<file path="src/rtl/sra_pkg.sv">
package sra_pkg;
  // Two-rail value: index 0 assumes slice carry-in 0, index 1 assumes 1.
  typedef logic [1:0] rail_t;

  localparam rail_t RAIL_SEED = 2'b10;
endpackage

</file>
<file path="src/rtl/sra_cell.sv">
module sra_cell
  import sra_pkg::*;
(
  input  logic  a,
  input  logic  b,
  input  rail_t ci,
  input  logic  stuck_en,
  input  logic  stuck_v,
  output rail_t s,
  output rail_t co,
  output logic  err
);
  rail_t c_ripple;
  rail_t c_major;

  always_comb begin
    err = 1'b0;
    for (int r = 0; r < 2; r++) begin
      c_ripple[r] = (a & b) | (ci[r] & (a ^ b));
      c_major[r]  = (a & b) | (a & ci[r]) | (b & ci[r]);
      s[r]        = a ^ b ^ ci[r];
      co[r]       = stuck_en ? stuck_v : c_ripple[r];
      err         = err | (co[r] ^ c_major[r]);
    end
  end
endmodule

</file>
<file path="src/rtl/sra_slice.sv">
module sra_slice
  import sra_pkg::*;
#(
  parameter int BLKW = 8,
  localparam int NC = BLKW + 1
) (
  input  logic            clk,
  input  logic            rst_n,
  input  logic [BLKW-1:0] a,
  input  logic [BLKW-1:0] b,
  input  logic [NC-1:0]   inj_en,
  input  logic [NC-1:0]   inj_val,
  output logic [BLKW-1:0] sum0,
  output logic [BLKW-1:0] sum1,
  output rail_t           co,
  output logic [NC-1:0]   fault,
  output logic            bad,
  output logic            fresh
);
  logic [NC-1:0] fault_q;
  logic [NC-1:0] fault_d;
  logic [NC-1:0] err;
  logic [NC-1:0] below;
  logic          lat_en;

  // below[j]: some cell with index < j has a latched fault
  always_comb begin
    below[0] = 1'b0;
    for (int j = 1; j < NC; j++) begin
      below[j] = below[j-1] | fault_q[j-1];
    end
  end

  for (genvar j = 0; j < NC; j++) begin : g_cell
    logic  a_l;
    logic  b_l;
    rail_t ci_l;
    rail_t s_l;
    rail_t co_l;
    logic  err_l;

    if (j == 0) begin : g_first
      assign a_l  = a[0];
      assign b_l  = b[0];
      assign ci_l = RAIL_SEED;
    end else begin : g_rest
      if (j == BLKW) begin : g_spare
        assign a_l = a[BLKW-1];
        assign b_l = b[BLKW-1];
      end else begin : g_mid
        assign a_l = below[j] ? a[j-1] : a[j];
        assign b_l = below[j] ? b[j-1] : b[j];
      end
      // carry bypass around a failed neighbour
      assign ci_l = fault_q[j-1] ? g_cell[j-1].ci_l : g_cell[j-1].co_l;
    end

    sra_cell u_cell (
      .a        (a_l),
      .b        (b_l),
      .ci       (ci_l),
      .stuck_en (inj_en[j]),
      .stuck_v  (inj_val[j]),
      .s        (s_l),
      .co       (co_l),
      .err      (err_l)
    );

    assign err[j] = err_l;
  end

  // sum bypass: bit i moves up one cell once any cell at or below i failed
  for (genvar i = 0; i < BLKW; i++) begin : g_sum
    assign sum0[i] = below[i+1] ? g_cell[i+1].s_l[0] : g_cell[i].s_l[0];
    assign sum1[i] = below[i+1] ? g_cell[i+1].s_l[1] : g_cell[i].s_l[1];
  end

  assign co     = below[BLKW] ? g_cell[BLKW].co_l : g_cell[BLKW-1].co_l;
  assign bad    = |(fault_q & below);
  assign fresh  = |(err & ~fault_q);
  assign fault  = fault_q;

  // next-state
  always_comb begin
    lat_en  = fresh;
    fault_d = fault_q | err;
  end

  // register
  always_ff @(posedge clk or negedge rst_n) begin
    if (!rst_n) begin
      fault_q <= '0;
    end else if (lat_en) begin
      fault_q <= fault_d;
    end
  end

  // a disagreeing cell is located at the next edge
  assert_locate_next_R2: assert property (@(posedge clk) disable iff (!rst_n)
    (err != '0) |=> ((fault_q & $past(err)) == $past(err)));

  // a located cell stays located
  assert_sticky_loc_R3: assert property (@(posedge clk) disable iff (!rst_n)
    (fault_q != '0) |=> ((fault_q & $past(fault_q)) == $past(fault_q)));
endmodule

</file>
<file path="src/rtl/sra_adder.sv">
module sra_adder
  import sra_pkg::*;
#(
  parameter int NBLK = 8,
  parameter int BLKW = 8,
  localparam int W     = NBLK * BLKW,
  localparam int NC    = BLKW + 1,
  localparam int NCELL = NBLK * NC
) (
  input  logic             clk,
  input  logic             rst_n,
  input  logic [W-1:0]     a,
  input  logic [W-1:0]     b,
  input  logic             cin,
  input  logic [NCELL-1:0] inj_en,
  input  logic [NCELL-1:0] inj_val,
  output logic [W-1:0]     sum,
  output logic             cout,
  output logic [NCELL-1:0] fault_loc,
  output logic             unrecov
);
  logic            rst_s0;
  logic            rst_s1;
  logic            rst_q_n;
  logic [NBLK-1:0] bad_v;
  logic [NBLK-1:0] fresh_v;
  logic            fresh_any;

  // reset: asserted asynchronously, released on the clock
  always_ff @(posedge clk or negedge rst_n) begin
    if (!rst_n) begin
      rst_s0 <= 1'b0;
      rst_s1 <= 1'b0;
    end else begin
      rst_s0 <= 1'b1;
      rst_s1 <= rst_s0;
    end
  end
  assign rst_q_n = rst_s1 & rst_n;

  for (genvar k = 0; k < NBLK; k++) begin : g_blk
    logic [BLKW-1:0] s0_l;
    logic [BLKW-1:0] s1_l;
    rail_t           co_l;
    logic            cin_l;
    logic            cout_l;

    if (k == 0) begin : g_lo
      assign cin_l = cin;
    end else begin : g_hi
      assign cin_l = g_blk[k-1].cout_l;
    end

    sra_slice #(.BLKW(BLKW)) u_slice (
      .clk     (clk),
      .rst_n   (rst_q_n),
      .a       (a[k*BLKW +: BLKW]),
      .b       (b[k*BLKW +: BLKW]),
      .inj_en  (inj_en[k*NC +: NC]),
      .inj_val (inj_val[k*NC +: NC]),
      .sum0    (s0_l),
      .sum1    (s1_l),
      .co      (co_l),
      .fault   (fault_loc[k*NC +: NC]),
      .bad     (bad_v[k]),
      .fresh   (fresh_v[k])
    );

    // carry-select between the two precomputed rails
    assign sum[k*BLKW +: BLKW] = cin_l ? s1_l : s0_l;
    assign cout_l              = cin_l ? co_l[1] : co_l[0];

    // two located cells in one slice cannot be repaired
    assert_two_faults_R6: assert property (@(posedge clk) disable iff (!rst_q_n)
      ($countones(fault_loc[k*NC +: NC]) > 1) |-> unrecov);
  end

  assign cout      = g_blk[NBLK-1].cout_l;
  assign unrecov   = |bad_v;
  assign fresh_any = |fresh_v;

  // arithmetic result whenever every slice is healthy or repaired
  assert_sum_ok_R1: assert property (@(posedge clk) disable iff (!rst_q_n)
    (!unrecov && !fresh_any) |->
      ({cout, sum} == ({1'b0, a} + {1'b0, b} + {{W{1'b0}}, cin})));
endmodule

</file>
<file path="config.mk">
export PLATFORM = sky130hd
export DESIGN_NAME = sra_adder
export DESIGN_NICKNAME = d
export VERILOG_FILES = /design/src/rtl/sra_pkg.sv /design/src/rtl/sra_cell.sv /design/src/rtl/sra_slice.sv /design/src/rtl/sra_adder.sv
export SDC_FILE = /design/constraint.sdc
export NUM_CORES = 1
export LEC_CHECK = 0
export ABC_AREA = 1
export CAP_MARGIN = 10
export CORE_MARGIN = 10
export CORE_UTILIZATION = 55
export DETAILED_ROUTE_END_ITERATION = 16
export DONT_BUFFER_PORTS = 1
export PLACE_DENSITY = 0.7
export SKIP_CTS_REPAIR_TIMING = 1
export SYNTH_ARGS = -nofsm -noshare
export SYNTH_HDL_FRONTEND = slang
export SYNTH_SLANG_ARGS = --single-unit
</file>
<file path="constraint.sdc">
create_clock -name clk -period 11.5 [get_ports clk]
set_input_delay 0.575 -clock clk [delete_from_list [all_inputs] [get_ports clk]]
set_output_delay 0.575 -clock clk [all_outputs]
set_load 0.01 [all_outputs]
</file>
==> reports/results.ini <==
[place]
gp_congestion = 0.959
io_buffers = 0
place_hpwl_um = 41500

[worst_hold_path]
hold_path_class = in -> async

[setup_path]
crit_start = g_blk[0].u_slice.fault[0]
cp_top_family = adder cells
slowest_delay_ns = 0.56
cp-start-kind = flip-flop
crit_path_max_fanout = 17
critical_path_class = reg -> out
crit_slowest_cell = o21ai_0
worst_r2r_endpoint = g_blk[5].u_slice.fault[8]
required_ns = 10.93
crit_arrival_ns = 9.63
reg2regPathDepth = 34
r2r-start = g_blk[5].u_slice.fault[0]
crit_buf_inv = 11
cp_common_cell = o21ai_0
end_kind = output port
r2r_slack_ns = 3.55

[timing]
hold_violations = 0
finalCritPeriodShare_pct = 88.7
final.setup_skew_ns = 0.00900
rsz0062_at_grt = no
max_freq_ghz = 0.0980
relSlewSlack_pct = 38.7
setup_viol = 0
tightest_slew_ns = 0.919
finalSetupTns_ns = 0
layout_min_cycle_time_ns = 10.21
slew_violations = 0

[synthesis]
synth_seq_cells = 74
netlist_area_um2 = 14300
syn-num-nets = 2662
yosysTopAreaCell = fa_1
seq_area_frac_synth_pct = 12.9
synth_top_area_share_pct = 17.9
synth_edf_count = 0
async_flop_share_pct = 100
synth_area_leaders = fa_1, o21ai_0, inv_1
synth_cell_type_count = 50
syn_inst = 2240
ys_warn_count = 0
synth-main-ff-cell = dfrtp_1
ys_top_cells_by_count = inv_1, nand2_1, o21ai_0
syn_area_per_cell_um2 = 6.39

[detailed_routing]
drt-total-wl_um = 47500
firstDrtPassIters = 5
final_antenna_net_count = 0
post_drt_wl_per_cell_um = 18.4
vias_per_cell = 5.64
vias = 14538
first_iter_violations = 884
route.detailed.drc = 0

[die]
rows = 59
coreArea_um2 = 25800
die_w_um = 181
chipHeight_um = 181
start_util_pct = 55.4
ios = 413
die_area_um2 = 32900

[layout]
antenna_cells = 0
seqCellArea_um2 = 1850
syn2layout_area_growth_pct = 4.32
nFillCells = 2568
final_core_util_pct = 57.8
drive_gt1_share_pct = 7.00
final_nets = 2659
multiInputGateArea_um2 = 10500

[clock_tree]
path_clk_slew_ns = 0.06
cts_tree = built
max-clock-path-buffers = 2
htree_levels = 3
root_buffer = clkbuf_16
clkLatencyLatePin_ns = 0.35
clock-sinks = 74
cts_made_buffers = 9

[power]
power.density_nw_per_um2 = 60.7
p_leak_nw = 8.08
p_int_uw = 541
pwr-share-seq_pct = 28.7
vdd_ir_drop_max_mv = 0.0460
switching_power_uw = 366
power.share.clock_pct = 31.5
combinationalPowerShare_pct = 39.8
p_sw_share_pct = 40.3

[status]
outcome = finished clean

[global_routing]
grt_start_max_net_pins = 61
grt_antenna_before_repair = 2
grt_overflow_total = 0
grt_first_pass_wirelength_um = 75000
gr-usage-all-layers_pct = 28.1
grt_pass1_vias = 14141

[job]
drv_cap = 0

==> per-layer routing <==
layer,wire length [um],vias to the layer above,share of wire (%),track usage [%]
li1,-,7220,-,-
met1,18000,6719,38,31.7
met2,22100,510,47,47.0
met3,5550,89,12,11.1
met4,1870,0,3.9,10.8
met5,0,-,0,0
==> stage by stage <==
stage | hold slack (ns) | cells | setup slack [ns] | cell area (um2) | power (mW)
floorplan | 0.279 | 2240 | 2.85 | 14300 | 0.551
global placement | 0.205 | 2560 | 1.88 | 14600 | 0.615
detailed placement | 0.208 | 2560 | 1.62 | 14600 | 0.623
CTS | -0.101 | 2576 | 1.27 | 14900 | 0.913
global route | 0.0950 | 2577 | 0.337 | 14900 | 0.974
finish | 0.0917 | 2577 | 1.29 | 14900 | 0.907
==> power by group through the flow <==
stage / registers (mW) / logic [mW] / clock network [mW]
after floorplan: 0.266 / 0.286 / 0
after global placement: 0.266 / 0.350 / 0
after detailed placement: 0.266 / 0.358 / 0
after CTS: 0.261 / 0.360 / 0.292
after global routing: 0.260 / 0.413 / 0.300
final: 0.261 / 0.361 / 0.286
==> layout by cell type (no fill, tap or decap), types with 5 or more instances in the layout <==
cell	synthesis	final
a21oi_1	48	48
a31oi_1	36	36
clkbuf_16	0	9
dfrtp_1	74	74
fa_1	128	128
ha_1	19	19
inv_1	495	494
inv_2	8	8
mux2i_1	10	10
nand2_1	495	495
nand2_2	8	8
nand2_4	12	12
nand3_1	86	86
nand3_2	5	5
nand4_1	6	6
nor2_1	90	90
nor2_4	13	13
nor2_8	9	9
nor3_1	45	45
o211ai_1	21	21
o21ai_0	438	438
o21ai_2	8	8
o21bai_1	20	20
o22ai_1	24	24
o31ai_1	26	26
or2_2	62	62
==> state kept, by name, indices dropped and copies added (netlist names) <==
register and count:
rst_s0 1, rst_s1 1, g_blk.u_slice.fault 72
==> how the worst max path moves through the flow <==
stage / end / cells past startpoint / slack (ns)
after floorplan: sum[40] / 51 / 2.85
after global placement: sum[46] / 44 / 1.88
after detailed placement: sum[46] / 49 / 1.62
after CTS: sum[46] / 46 / 1.27
after global routing: sum[62] / 49 / 0.34
final: sum[46] / 46 / 1.29
==> kinds of logic (layout without fill, tap and decap cells) <==
| kind of cell | count (synthesis) | in the layout | synth area share (%) |
|---|---|---|---|
| muxes | 12 | 12 | 0.856 |
| and+or+nand+nor | 850 | 850 | 28.3 |
| buffers and inverters | 519 | 521 | 13.9 |
| DFF | 74 | 74 | 12.9 |
| other | 1 | 1 | 0.0262 |
| AOI/OAI and AO/OA | 637 | 637 | 24.5 |
| adders and majority gates | 147 | 147 | 19.6 |
==> area by class of cell <==
class | instances | area share, %
inverters | 503 | 12.7
clock buffers | 12 | 1.72
repair buffers | 2 | 0.117
clock inverters | 4 | 0.176
multi-input cells | 1647 | 70.1
flip-flops and latches | 74 | 12.4
well taps | 335 | 2.81
No activity file was read; power rests on OpenSTA's default activity.
